### config.mk
export PLATFORM = sky130hd
export DESIGN_NAME = uart_mode_router
export DESIGN_NICKNAME = d
export VERILOG_FILES = /design/src/rtl/uartmr_pkg.sv /design/src/rtl/uartmr_fifo.sv /design/src/rtl/uartmr_route.sv /design/src/rtl/uartmr_idle_timer.sv /design/src/rtl/uart_mode_router.sv
export SDC_FILE = /design/constraint.sdc
export NUM_CORES = 1
export LEC_CHECK = 0
export BUFFER_PORTS_ARGS = -buffer_cell sky130_fd_sc_hd__buf_4
export CAP_MARGIN = 20
export CELL_PAD_IN_SITES_DETAIL_PLACEMENT = 0
export CELL_PAD_IN_SITES_GLOBAL_PLACEMENT = 1
export CORE_UTILIZATION = 45
export DETAILED_ROUTE_END_ITERATION = 8
export PLACE_DENSITY_LB_ADDON = 0.1
export REMOVE_ABC_BUFFERS = 1
export SLEW_MARGIN = 20
export SYNTH_ARGS = -nofsm -noshare
export SYNTH_HDL_FRONTEND = slang
export SYNTH_HIERARCHICAL = 1
export SYNTH_SLANG_ARGS = --single-unit
### constraint.sdc
create_clock -name clk -period 4.4 [get_ports clk]
set_input_delay 0.44 -clock clk [delete_from_list [all_inputs] [get_ports clk]]
set_output_delay 0.44 -clock clk [all_outputs]
set_load 0.02 [all_outputs]
### src/rtl/uartmr_pkg.sv
package uartmr_pkg;
    typedef enum logic [1:0] {
        MODE_NORMAL = 2'd0,
        MODE_ECHO   = 2'd1,
        MODE_LLOOP  = 2'd2,
        MODE_RLOOP  = 2'd3
    } chan_mode_e;

    localparam int CTRL_W       = 9;
    localparam int B_RX_CLR     = 0;
    localparam int B_TX_CLR     = 1;
    localparam int B_RX_EN      = 2;
    localparam int B_RX_DIS     = 3;
    localparam int B_TX_EN      = 4;
    localparam int B_TX_DIS     = 5;
    localparam logic [CTRL_W-1:0] CTRL_RESET = 9'h128;
endpackage

### src/rtl/uartmr_fifo.sv
module uartmr_fifo #(
    parameter int DEPTH = 64,
    parameter int DW    = 8,
    localparam int AW   = $clog2(DEPTH),
    localparam int CW   = AW + 1
) (
    input  logic          clk,
    input  logic          rst_n,
    input  logic          clear_i,
    input  logic          push_i,
    input  logic [DW-1:0] push_data_i,
    input  logic          pop_i,
    output logic [DW-1:0] head_o,
    output logic [CW-1:0] count_o,
    output logic          full_o,
    output logic          empty_o
);
    typedef struct packed {
        logic [AW-1:0] wptr;
        logic [CW-1:0] count;
    } fifo_st_t;

    fifo_st_t st_d, st_q;
    logic [DW-1:0] mem_q [DEPTH];
    logic          do_push, do_pop;
    logic [AW-1:0] rptr;

    assign full_o  = (st_q.count == CW'(DEPTH));
    assign empty_o = (st_q.count == '0);
    assign rptr    = st_q.wptr - st_q.count[AW-1:0];
    assign head_o  = mem_q[rptr];
    assign count_o = st_q.count;

    always_comb begin
        st_d    = st_q;
        do_push = push_i && !full_o && !clear_i;
        do_pop  = pop_i && !empty_o && !clear_i;
        if (clear_i) begin
            st_d = '0;
        end else begin
            if (do_push) st_d.wptr = st_q.wptr + AW'(1);
            st_d.count = st_q.count + CW'(do_push) - CW'(do_pop);
        end
    end

    always_ff @(posedge clk) begin
        if (!rst_n) st_q <= '0;
        else        st_q <= st_d;
    end

    always_ff @(posedge clk) begin
        if (do_push) mem_q[st_q.wptr] <= push_data_i;
    end
endmodule

### src/rtl/uartmr_route.sv
module uartmr_route
    import uartmr_pkg::*;
(
    input  logic [1:0] mode_i,
    input  logic       rx_valid_i,
    input  logic       cpu_wr_i,
    input  logic       rx_ok_i,
    input  logic       tx_ok_i,
    output logic       rx_push_o,
    output logic       rx_from_cpu_o,
    output logic       tx_push_o,
    output logic       tx_from_line_o
);
    chan_mode_e mode;
    assign mode = chan_mode_e'(mode_i);

    always_comb begin
        rx_push_o      = 1'b0;
        rx_from_cpu_o  = 1'b0;
        tx_push_o      = 1'b0;
        tx_from_line_o = 1'b0;
        unique case (mode)
            MODE_NORMAL: begin
                rx_push_o = rx_valid_i && rx_ok_i;
                tx_push_o = cpu_wr_i && tx_ok_i;
            end
            MODE_ECHO: begin
                rx_push_o      = rx_valid_i && rx_ok_i;
                tx_push_o      = rx_valid_i && tx_ok_i;
                tx_from_line_o = 1'b1;
            end
            MODE_LLOOP: begin
                rx_push_o     = cpu_wr_i && rx_ok_i;
                rx_from_cpu_o = 1'b1;
            end
            MODE_RLOOP: begin
                tx_push_o      = rx_valid_i && tx_ok_i;
                tx_from_line_o = 1'b1;
            end
            default: ;
        endcase
    end
endmodule

### src/rtl/uartmr_idle_timer.sv
module uartmr_idle_timer #(
    parameter int CTW = 6,
    localparam int TW = CTW + 2
) (
    input  logic           clk,
    input  logic           rst_n,
    input  logic           restart_i,
    input  logic           tick_i,
    input  logic [CTW-1:0] char_ticks_i,
    input  logic           enable_i,
    output logic           fire_o
);
    typedef struct packed {
        logic [TW-1:0] cnt;
        logic          armed;
        logic          fire;
    } tmr_st_t;

    tmr_st_t st_d, st_q;

    always_comb begin
        st_d      = st_q;
        st_d.fire = 1'b0;
        if (restart_i) begin
            st_d.cnt   = {char_ticks_i, 2'b00};
            st_d.armed = 1'b1;
        end else if (st_q.armed && tick_i) begin
            if (st_q.cnt <= TW'(1)) begin
                st_d.armed = 1'b0;
                st_d.cnt   = '0;
                st_d.fire  = enable_i;
            end else begin
                st_d.cnt = st_q.cnt - TW'(1);
            end
        end
    end

    always_ff @(posedge clk) begin
        if (!rst_n) st_q <= '0;
        else        st_q <= st_d;
    end

    assign fire_o = st_q.fire;
endmodule

### src/rtl/uart_mode_router.sv
module uart_mode_router
    import uartmr_pkg::*;
#(
    parameter int DEPTH = 64,
    parameter int CTW   = 6,
    localparam int CW   = $clog2(DEPTH) + 1
) (
    input  logic              clk,
    input  logic              rst_n,
    input  logic              ctrl_wr_i,
    input  logic [CTRL_W-1:0] ctrl_wdata_i,
    output logic [CTRL_W-1:0] ctrl_o,
    input  logic [1:0]        chan_mode_i,
    input  logic              rx_valid_i,
    input  logic [7:0]        rx_byte_i,
    input  logic              cpu_wr_i,
    input  logic [7:0]        cpu_wdata_i,
    input  logic              cpu_rd_i,
    output logic [7:0]        cpu_rdata_o,
    input  logic [7:0]        tout_val_i,
    input  logic [CTW-1:0]    char_ticks_i,
    input  logic              bit_tick_i,
    input  logic              tx_pop_i,
    output logic [7:0]        tx_head_o,
    output logic [CW-1:0]     rx_count_o,
    output logic [CW-1:0]     tx_count_o,
    output logic              rx_ovf_o,
    output logic              rx_tout_o,
    output logic              tx_push_o,
    output logic [7:0]        tx_push_data_o
);
    typedef struct packed {
        logic [CTRL_W-1:0] ctrl;
        logic [7:0]        rdata;
        logic              ovf;
        logic              txp;
        logic [7:0]        txp_data;
    } top_st_t;

    top_st_t st_d, st_q;

    logic       rx_ok, tx_ok;
    logic       rx_clear, tx_clear;
    logic       rx_req, rx_from_cpu, tx_req, tx_from_line;
    logic [7:0] rx_in, tx_in, rx_head;
    logic       rx_full, rx_empty, tx_full, tx_empty;
    logic       rd_ok, rx_accept;

    assign rx_ok    = st_q.ctrl[B_RX_EN] && !st_q.ctrl[B_RX_DIS];
    assign tx_ok    = st_q.ctrl[B_TX_EN] && !st_q.ctrl[B_TX_DIS];
    assign rx_clear = ctrl_wr_i && ctrl_wdata_i[B_RX_CLR];
    assign tx_clear = ctrl_wr_i && ctrl_wdata_i[B_TX_CLR];

    uartmr_route u_route (
        .mode_i         (chan_mode_i),
        .rx_valid_i     (rx_valid_i),
        .cpu_wr_i       (cpu_wr_i),
        .rx_ok_i        (rx_ok),
        .tx_ok_i        (tx_ok),
        .rx_push_o      (rx_req),
        .rx_from_cpu_o  (rx_from_cpu),
        .tx_push_o      (tx_req),
        .tx_from_line_o (tx_from_line)
    );

    assign rx_in     = rx_from_cpu ? cpu_wdata_i : rx_byte_i;
    assign tx_in     = tx_from_line ? rx_byte_i : cpu_wdata_i;
    assign rd_ok     = cpu_rd_i && rx_ok;
    assign rx_accept = rx_req && !rx_full && !rx_clear;

    uartmr_fifo #(.DEPTH(DEPTH), .DW(8)) u_rx_fifo (
        .clk         (clk),
        .rst_n       (rst_n),
        .clear_i     (rx_clear),
        .push_i      (rx_req),
        .push_data_i (rx_in),
        .pop_i       (rd_ok),
        .head_o      (rx_head),
        .count_o     (rx_count_o),
        .full_o      (rx_full),
        .empty_o     (rx_empty)
    );

    uartmr_fifo #(.DEPTH(DEPTH), .DW(8)) u_tx_fifo (
        .clk         (clk),
        .rst_n       (rst_n),
        .clear_i     (tx_clear),
        .push_i      (tx_req),
        .push_data_i (tx_in),
        .pop_i       (tx_pop_i),
        .head_o      (tx_head_o),
        .count_o     (tx_count_o),
        .full_o      (tx_full),
        .empty_o     (tx_empty)
    );

    uartmr_idle_timer #(.CTW(CTW)) u_timer (
        .clk          (clk),
        .rst_n        (rst_n),
        .restart_i    (rx_accept),
        .tick_i       (bit_tick_i),
        .char_ticks_i (char_ticks_i),
        .enable_i     (tout_val_i != 8'd0),
        .fire_o       (rx_tout_o)
    );

    always_comb begin
        st_d          = st_q;
        st_d.ovf      = rx_req && rx_full && !rx_clear;
        st_d.txp      = tx_req && !tx_full && !tx_clear;
        st_d.txp_data = st_d.txp ? tx_in : st_q.txp_data;
        if (ctrl_wr_i) begin
            st_d.ctrl           = ctrl_wdata_i;
            st_d.ctrl[B_RX_CLR] = 1'b0;
            st_d.ctrl[B_TX_CLR] = 1'b0;
        end
        if (cpu_rd_i) begin
            st_d.rdata = (rd_ok && !rx_empty) ? rx_head : 8'd0;
        end
    end

    always_ff @(posedge clk) begin
        if (!rst_n) begin
            st_q          <= '0;
            st_q.ctrl     <= CTRL_RESET;
        end else begin
            st_q <= st_d;
        end
    end

    assign ctrl_o         = st_q.ctrl;
    assign cpu_rdata_o    = st_q.rdata;
    assign rx_ovf_o       = st_q.ovf;
    assign tx_push_o      = st_q.txp;
    assign tx_push_data_o = st_q.txp_data;
endmodule

; ---- After elaboration in Yosys (flattened, before gate mapping)
; Memory sizes are Yosys's and may differ from the RTL's.
; Cells that the tools add are included.
[op_classes]
add_sub_neg = 9
magnitude_cmp = 1
eq_ne = 5
mux = 15
bitwise_logic = 3
reduce_logical = 41
[op_table]
columns = op, n
row1 = 8-bit 2-to-1 mux, 4
row2 = 1-bit logical AND, 20
row3 = 7-bit by 1-bit adder with 7-bit output, 2
row4 = 7-bit == test (second input constant), 2
row5 = 7-bit zero test, 2
row6 = 7-bit by 1-bit subtractor with 7-bit output, 2
row7 = 6-bit by 1-bit adder with 6-bit output (second input constant), 2
row8 = 6-bit subtractor, 2
row9 = 10-bit 2-to-1 mux, 1
row10 = 2-bit OR reduction, 5
row11 = 9-bit 2-to-1 mux, 1
row12 = 8-bit by 1-bit <= comparator with 1-bit output (second input constant), 1
row13 = 1-bit zero test, 8
row14 = 8-bit nonzero test, 1
row15 = 8-bit by 1-bit subtractor with 8-bit output (second input constant), 1
row16 = 1-bit 2-to-1 mux, 6
row17 = 2-bit == test (second input constant), 2
row18 = 1-bit one-hot mux with 2 select lines, 2
row19 = 2-bit nonzero test, 2
row20 = 4-bit OR reduction, 1
row21 = 1-bit inverter, 3
row22 = 2-bit by 1-bit == test with 1-bit output (second input constant), 1
row23 = 2-bit zero test, 1
row24 = 2-bit 2-to-1 mux, 1
row25 = 2-bit AND reduction, 1
[totals]
reg_bits = 61
mem_bits_rw = 1024
out_inout_bits = 50
elab_cells = 89
mem_count = 2
[mem_list]
columns = name, depth, width, rd, rd_clocked_by_memory_dff, wr, line_no
row1 = u_rx_fifo.mem_q, 64, 8, 1, 0, 1, uartmr_fifo.sv:24  ; logic [DW-1:0] mem_q [DEPTH];
row2 = u_tx_fifo.mem_q, 64, 8, 1, 0, 1, uartmr_fifo.sv:24

; ---- Longest topological paths before layout
; Gate-level depths: netlist of the first run.
[logic_depth]
word_depth = 8
depth_mapped = 17
mapped_depth_nobuf = 17

; ---- Hierarchy
; The synthesis of the first run kept the hierarchy.
[by_module_without_submodules]
columns = module, n_inst, cells_each, area_each_um2, seq_area_each_um2
row1 = uartmr_fifo (u_tx_fifo), 1, 1001, 21177.8, 15635.0
row2 = uartmr_fifo (u_rx_fifo), 1, 1003, 21172.8, 15635.0
row3 = uart_mode_router, 1, 117, 1171.1, 500.5
row4 = uartmr_idle_timer, 1, 73, 591.8, 200.2
row5 = uartmr_route, 1, 7, 46.3, 0.0

; ---- Least setup slack after synthesis of the first run
; OpenSTA, ideal clock, no wires.
[synth_path]
path_type = register -> register
start = register st_q (netlist bit ctrl_o[4])
end = register u_tx_fifo.st_q (netlist bit u_tx_fifo/count_o[6])
setup_time_ns = 0.070
arrival_ns = 3.495
setup_slack_ns = 0.835
path_stages_with_launch = 17
n_path_buf = 0
cell_sequence = dfxtp_1 nor2b_1 nand2_1 o31ai_1 a21boi_1 nor2b_1 inv_1 ha_1 inv_1 ha_1 fa_1 a21oi_1 o21bai_1 a21oi_1 nor2_1 or3_1 a21oi_1
[synth_between]
elab_chain_len = 7
word_cells_on_any_way = 8
[synth_rtl]
columns = element, line_no
row1 = "start, declared", uart_mode_router.sv:40  ; top_st_t st_d, st_q;
row2 = "start signal, assigned", uart_mode_router.sv:127  ; st_q <= st_d;
row3 = 1-bit logical AND (*), uart_mode_router.sv:50  ; assign tx_ok = st_q.ctrl[B_TX_EN] && !st_q.ctrl[B_TX_DIS];
row4 = via tx_ok, uart_mode_router.sv:42  ; logic rx_ok, tx_ok;
row5 = "1-bit logical AND, on equally long branches", "uartmr_route.sv:29, uartmr_route.sv:37, uartmr_route.sv:25"
row6 = 1-bit one-hot mux with 2 select lines (*), uartmr_route.sv:22  ; unique case (mode)
row7 = via tx_req, uart_mode_router.sv:44  ; logic rx_req, rx_from_cpu, tx_req, tx_from_line;
row8 = 1-bit logical AND (*) (2 in series), uartmr_fifo.sv:36  ; do_push = push_i && !full_o && !clear_i;
row9 = 7-bit by 1-bit adder with 7-bit output (*), uartmr_fifo.sv:42  ; st_d.count = st_q.count + CW'(do_push) - CW'(do_pop);
row10 = 7-bit by 1-bit subtractor with 7-bit output (*), uartmr_fifo.sv:42
row11 = "end signal, assigned", uartmr_fifo.sv:48  ; else st_q <= st_d;
row12 = "end, declared", uartmr_fifo.sv:23  ; fifo_st_t st_d, st_q;
; The timed path passes the listed nets; every way through them passes the cells marked *.
; A chain may end at the register's enable or synchronous reset.

; ---- Worst setup path after layout of the first run
[layout_path]
start = register u_tx_fifo.st_q (netlist bit u_tx_fifo/count_o[1])
end = output port tx_head_o[4]
[layout_between]
elab_chain_len = 2
[layout_rtl]
columns = element, line_no
row1 = 6-bit subtractor, uartmr_fifo.sv:30  ; assign rptr = st_q.wptr - st_q.count[AW-1:0];
row2 = memory read 64 x 8 bit, -
row3 = "end, declared", uart_mode_router.sv:24  ; output logic [7:0] tx_head_o,
; Every way passes these cells.

==> results of run 1 <==
## final cells by class
type	count	area (um2)	area share
Clock inverter	79	772	0.0152
Sequential cell	1085	32000	0.628
Tap cell	1276	1600	0.0313
Multi-Input combinational cell	963	11500	0.226
Inverter	34	128	0.00251
Timing Repair Buffer	219	2020	0.0397
Clock buffer	133	2920	0.0574
## metal layers
| metal | GRT usage | part of all wire | vias to the layer above |
|---|---|---|---|
| li1 | - | - | 9318 |
| met1 | 0.274 | 0.42 | 11105 |
| met2 | 0.349 | 0.51 | 479 |
| met3 | 0.0302 | 0.041 | 164 |
| met4 | 0.0603 | 0.028 | 0 |
| met5 | 0 | 0 | - |
## flip-flops by register name, summed over array words and instances (netlist names)
name,cells
u_tx_fifo/st_q,6
u_timer/st_q,9
u_tx_fifo/count_o,7
ctrl_o,7
u_rx_fifo/mem_q,512
u_timer/fire_o,1
u_tx_fifo/mem_q,512
cpu_rdata_o,8
rx_ovf_o,1
tx_push_o,1
u_rx_fifo/st_q,6
tx_push_data_o,8
u_rx_fifo/count_o,7
## cells by family (layout without fill, tap and decap cells)
| group | after synthesis | after routing |
|---|---|---|
| adders and majority gates | 36 | 36 |
| buffers and inverters | 154 | 465 |
| xor gates and xnor gates | 30 | 30 |
| and+or+nand+nor | 303 | 303 |
| muxes | 522 | 522 |
| other | 1 | 2 |
| AOI/OAI and AO/OA | 70 | 70 |
| DFF | 1085 | 1085 |
## Yosys cell counts (3+ instances only)
cell | number | area (um2)
a21boi_1 | 3 | 22.5
a21o_1 | 4 | 30.0
a21oi_1 | 27 | 135
a22o_1 | 8 | 70.1
and3b_1 | 3 | 26.3
buf_1 | 8 | 30.0
buf_2 | 26 | 130
buf_4 | 31 | 233
buf_6 | 4 | 45.0
buf_8 | 12 | 180
clkbuf_1 | 33 | 124
clkbuf_8 | 3 | 41.3
dfxtp_1 | 61 | 1220
edfxtp_1 | 1024 | 30700
fa_1 | 4 | 80.1
ha_1 | 32 | 400
inv_1 | 33 | 124
mux2_2 | 96 | 1080
mux2i_1 | 170 | 1700
mux4_2 | 256 | 5770
nand2_1 | 36 | 135
nand2b_1 | 4 | 25.0
nand3_1 | 11 | 55.1
nand3b_1 | 6 | 45.0
nand4_1 | 6 | 37.5
nor2_1 | 161 | 604
nor2b_1 | 14 | 87.6
nor3_1 | 13 | 65.1
nor3b_1 | 14 | 105
nor4_1 | 6 | 37.5
o21a_1 | 6 | 45.0
o21ai_0 | 11 | 55.1
o21bai_1 | 3 | 22.5
or2_2 | 6 | 37.5
or3_1 | 6 | 37.5
xnor2_1 | 15 | 131
xor2_1 | 11 | 96.3
## cell usage in the layout, fill, tap and decap left out, types with 16 or more instances in the layout
| master | Yosys | routed |
|---|---|---|
| edfxtp_1 | 1024 | 1024 |
| mux4_2 | 256 | 256 |
| buf_4 | 31 | 186 |
| nor2_1 | 161 | 161 |
| mux2i_1 | 170 | 148 |
| clkbuf_16 | 0 | 118 |
| mux2_2 | 96 | 84 |
| dfxtp_1 | 61 | 59 |
| nand2_1 | 36 | 36 |
| inv_1 | 33 | 32 |
| ha_1 | 32 | 30 |
| clkinv_1 | 0 | 29 |
| a21oi_1 | 27 | 27 |
| clkinv_2 | 0 | 21 |
| clkbuf_1 | 33 | 19 |
| buf_12 | 0 | 16 |
## worst min-delay path: stages
cell and delay [ns]:
buf_4 0.08, nand2_1 0.06, nand2_1 0.08, nor2_1 0.05
## per-stage QoR
step | instances | TNS (ns)
after floorplan | 2082 | -41.95
after global placement | 3556 | 0
after detailed placement | 3556 | 0
after CTS | 3784 | -0.0937
after global routing | 3789 | 0
final | 3789 | 0
## worst max-delay path by stage
stage,slack (ns),depth (start not counted),endpoint
CTS,-0.03,12,tx_head_o[3]
finish,0.13,10,tx_head_o[4]
global placement,0.37,11,tx_head_o[3]
detailed placement,0.41,11,tx_head_o[3]
floorplan,-2.72,7,tx_head_o[0]
global route,0.007,11,tx_head_o[0]
## power by group
| group | switching, mW | internal, mW |
|---|---|---|
| Combinational | 3.31 | 3.00 |
| Clock | 3.93 | 5.56 |
| Sequential | 0.0348 | 11.4 |
| Total | 7.27 | 20.0 |
## repair_timing
action,CTS,global route
gates cloned,2,4
pin swaps,2,1
endpoints found under the hold margin,7,0
buffers inserted,7,1
gates resized for setup,28,23
setup endpoints to repair,8,8
hold buffers,7,0
==> reports/metrics.csv, run 1 <==
stage,metric,value,unit
layout,fill_cells,7683,
layout,fin_util,0.525,
synthesis,postSynthAreaPerCell,20.1,um2
worst_setup_path,ff2ff_path_depth,16,
synthesis,synth_ff_type,edfxtp_1,
worst_setup_path,worstPathRequired,3.96,ns
drt,viasPerCell,5.56,
clock_network,path_clk_slew,0.06,ns
worst_hold_path,whs_endpoint,rx_ovf_o,
global_route,antenna_found_initial,0,
sta,tightest_slew,1.09,ns
worst_setup_path,cp-end-kind,primary output,
layout,design_area,0.0509,mm2
layout,antenna_cells,0,
clock_network,htreeDepth,3,
job,cap_viol_max_count,0,
synthesis,synthAdderAreaFrac,0.0109,
synthesis,synth-seq-cells,1085,
sta,max_freq,0.234,GHz
global_route,grt_use_total,0.205,
pwr,ir_drop,0.401,mV
global_route,grt_pass1_vias,21967,
sta,finalHoldViolations,0,
sta,fin_worst_hold_slack,0.0731,ns
worst_setup_path,worst_ep_arrival_time,3.83,ns
synthesis,synth_edf_count,1024,
worst_setup_path,critical_path.max_stage_delay,0.89,ns
worst_hold_path,hp-start,ctrl_wdata_i[0],
pwr,p_total,27.2,mW
worst_setup_path,critPathKind,flop to primary output,
floorplan,dieArea,0.0994,mm2
sta,fin_ws,0.131,ns
clock_network,clock-sinks,1085,
pwr,power_leakage,16.4,nW
worst_setup_path,crit_fanout,11,
layout,area_delta_synth_final,15.3,%
place,post_dp_cell_area,0.0467,mm2
worst_setup_path,cp_num_buf_inv,4,
worst_setup_path,cp_cell_sequence,"inv_1, fa_4, buf_12, buf_16, mux4_2, mux2i_2, mux2_4, mux2i_1, mux2_2, buf_4",
drt,drt-pass1-iter-count,7,
drt,vias,21066,
run_status,status,completed,
floorplan,core,0.0970,mm2
layout,final_nets,2501,
sta,report.final.slew_viol_count,0,
synthesis,synth_compound_area_frac,0.0103,
worst_hold_path,hold_path_class,input pin to flop,
sta,rsz0062_at_grt,false,
worst_setup_path,r2r-end,u_tx_fifo/count_o[6],
global_route,grt_overflow,0,
worst_setup_path,regToRegStartpoint,ctrl_o[4],
sta,relSlewSlack,0.274,
drt,avgRoutedWirePerCell,26.7,um
drt,drcViolationCount,0,
place,pre_cts_slack,0.413,ns
synthesis,synth-simple-area-share,0.0329,
floorplan,io-pin-count,99,
global_route,grt_max_degree,66,
worst_hold_path,whs_path_depth,4,
worst_setup_path,reg2reg_slack,0.68,ns
drt,routed_wl,101000,um
synthesis,synth-seq-area-share,0.724,
synthesis,postSynthCellCount,2201,
synthesis,ys_async_sr_fraction,0,
floorplan,rows,114,
synthesis,synth.mux.area_fraction,0.194,
sta,skew,0.0200,ns
place,place_hpwl,61800,um
synthesis,synthesis.area,0.0442,mm2
place,portBuffers,96,
sta,period_share,0.970,
global_route,grt_pass1_wl,148000,um
floorplan,die_x,315,um
worst_setup_path,cp_top_family,multiplexers,
clock_network,cts-root-buf,clkbuf_16,
clock_network,clockBufferDepth,3,
clock_network,cts_tree,done,
clock_network,cts_buffers,113,
sta,setup_violations,0,
clock_network,clk_latency,0.69,ns
floorplan,die_h,315,um
synthesis,synth.distinct_cells,61,
worst_setup_path,critPathLaunch,u_tx_fifo/count_o[1],
sta,min_period,4.27,ns
synthesis,ys.warnings.count,6,
synthesis,synth-xor-area-share,0.00714,
synthesis,synth_top_family_by_area,multiplexers,
worst_setup_path,cp-start-kind,flop,
pwr,power.density,535,mW/mm2
layout,layout-drive-gt1-share,0.310,
place,place.gp.congestion,0.755,
worst_setup_path,critPathSlowestCell,fa_4,
drt,ant_nets,0,
floorplan,initial_core_util,0.455,
drt,initialDrtViolationCount,1570,
No activity file was read; power rests on OpenSTA's default activity.
==> run 2, diff against run 1 <==
- CAP_MARGIN: 20 -> 15
- CORE_MARGIN: default -> 2
==> run 2 against run 1 <==
Compared with the run above: count of clock-buffer cells in the layout rose by 2; cell count increased by 0.66%; largest power group unchanged; utilization is 0.39 points higher.
==> reports/metrics.csv, run 2 (same netlist as run 1, synthesis figures left out) <==
stage,metric,value,unit
place,place.gp.congestion,0.740,
worst_setup_path,worstPathRequired,3.96,ns
worst_setup_path,crit_fanout,12,
layout,design_area,0.0513,mm2
drt,drt-pass1-iter-count,5,
worst_setup_path,regToRegStartpoint,u_rx_fifo/st_q[7],
pwr,p_int,20.4,mW
global_route,grt_use_total,0.208,
worst_hold_path,hold_path_class,input pin to flop,
clock_network,clk_latency,0.72,ns
global_route,grt_pass1_vias,22231,
pwr,p_sw,7.35,mW
sta,period_share,0.966,
global_route,antenna_found_initial,1,
worst_setup_path,cp-end-kind,primary output,
sta,max_freq,0.235,GHz
sta,relSlewSlack,0.262,
worst_setup_path,cp-start-kind,flop,
pwr,sequentialPowerShare,0.412,
clock_network,htreeDepth,3,
place,post_dp_cell_area,0.0468,mm2
floorplan,die_x,317,um
pwr,p_comb_frac,0.235,
floorplan,rows,114,
layout,antenna_cells,0,
sta,tightest_slew,1.10,ns
drt,vias,21401,
place,place_hpwl,63100,um
job,cap_viol_max_count,0,
drt,viasPerCell,5.61,
global_route,grt_overflow,0,
worst_setup_path,critPathSlowestCell,fa_4,
layout,area_delta_synth_final,16.2,%
drt,ant_nets,0,
sta,min_period,4.25,ns
worst_setup_path,worst_ep_arrival_time,3.81,ns
layout,biggestRegsByFlops,"u_rx_fifo/mem_q (512), u_tx_fifo/mem_q (512), u_timer/st_q (9)",
worst_setup_path,critical_path.max_stage_delay,0.79,ns
floorplan,die_h,317,um
layout,layout-drive-gt1-share,0.314,
pwr,clock_power_share,0.353,
clock_network,clockBufferDepth,3,
sta,setup_violations,0,
global_route,grt_max_degree,65,
run_status,status,completed,
pwr,ir_drop,0.457,mV
worst_setup_path,critPathKind,flop to primary output,
clock_network,path_clk_slew,0.06,ns
pwr,power_leakage,16.6,nW
clock_network,cts_buffers,112,
global_route,grt_pass1_wl,151000,um
clock_network,cts_tree,done,
worst_setup_path,critPathLaunch,u_tx_fifo/st_q[7],
floorplan,io-pin-count,99,
drt,drcViolationCount,0,
floorplan,dieArea,0.101,mm2
sta,rsz0062_at_grt,false,
drt,initialDrtViolationCount,1716,
sta,skew,0.0340,ns
sta,fin_worst_hold_slack,0.0556,ns
floorplan,core,0.0970,mm2
sta,report.final.slew_viol_count,0,
drt,avgRoutedWirePerCell,27.0,um
pwr,power.density,540,mW/mm2
layout,final_nets,2526,
sta,finalHoldViolations,0,
floorplan,initial_core_util,0.455,
pwr,swShare,0.265,
pwr,p_total,27.7,mW
layout,final_common_cell,edfxtp_1,
worst_hold_path,hp-start,rst_n,
worst_setup_path,cp_cell_sequence,"inv_2, ha_4, inv_1, fa_4, buf_12, buf_16, mux4_2, mux2i_1, mux2_2, mux2i_2, mux2_4, buf_4",
layout,final_cell_mix,"1024 x edfxtp_1, 256 x mux4_2, 209 x buf_4",
clock_network,cts-root-buf,clkbuf_16,
place,portBuffers,96,
clock_network,clock-sinks,1085,
drt,routed_wl,103000,um
-- run 2: power groups by stage --
stage | Clock, mW | Sequential (mW) | Combinational, mW
finish | 9.77 | 11.4 | 6.51
global route | 10.4 | 11.4 | 6.90
CTS | 9.98 | 11.4 | 6.51
detailed placement | 0 | 11.6 | 5.62
global placement | 0 | 11.6 | 5.59
floorplan | 0 | 11.7 | 3.84
-- run 2: worst paths after layout --
| kind | slack [ns] | to | cells after the start |
|---|---|---|---|
| min reg2reg | 0.49 | ctrl_o[8] | 2 |
| min | 0.06 | ctrl_o[8] | 2 |
| max | 0.15 | tx_head_o[4] | 12 |
| max reg2reg | 0.60 | cpu_rdata_o[3] | 12 |
-- run 2: metal layers --
| layer | GRT usage | vias up | wire, um |
|---|---|---|---|
| met4 | 0.0692 | 0 | 3190 |
| met3 | 0.0294 | 173 | 4530 |
| met2 | 0.352 | 541 | 52400 |
| li1 | - | 9396 | - |
| met5 | 0 | - | 0 |
| met1 | 0.278 | 11291 | 43000 |
-- run 2: metrics by stage --
stage                     TNS, ns  utilization  std cells  setup slack (ns)
final                           0        0.529       3814             0.151
after global routing            0        0.529       3814            0.0274
after CTS                 -0.0335        0.528       3807           -0.0118
after detailed placement        0        0.483       3576             0.521
after global placement          0        0.483       3576             0.521
after floorplan            -41.95            -       2082             -2.72
-- run 2: timing repair --
item / CTS / global route
hold endpoints to repair: 8 / 0
endpoints found under the setup margin: 8 / 8
gates resized for setup: 51 / 3
cloned: 6 / 1
pin swaps: 1 / 2
setup buffers: 6 / 6
hold buffers: 8 / 0
-- run 2: worst max-delay path, delay by kind of cell (launching register included) --
kind	cells	cell delay (ns)
muxes	5	1.21
adders and majority gates	2	0.91
buffers and inverters	5	0.60
DFF	1	0.35
-- run 2: final cells by class --
type	instances	area, um2
Clock buffer	135	2920
Multi-Input combinational cell	963	11500
Sequential cell	1085	32000
Timing Repair Buffer	245	2270
Clock inverter	76	906
Inverter	34	128
Tap cell	1276	1600
Fill cell	7727	45700
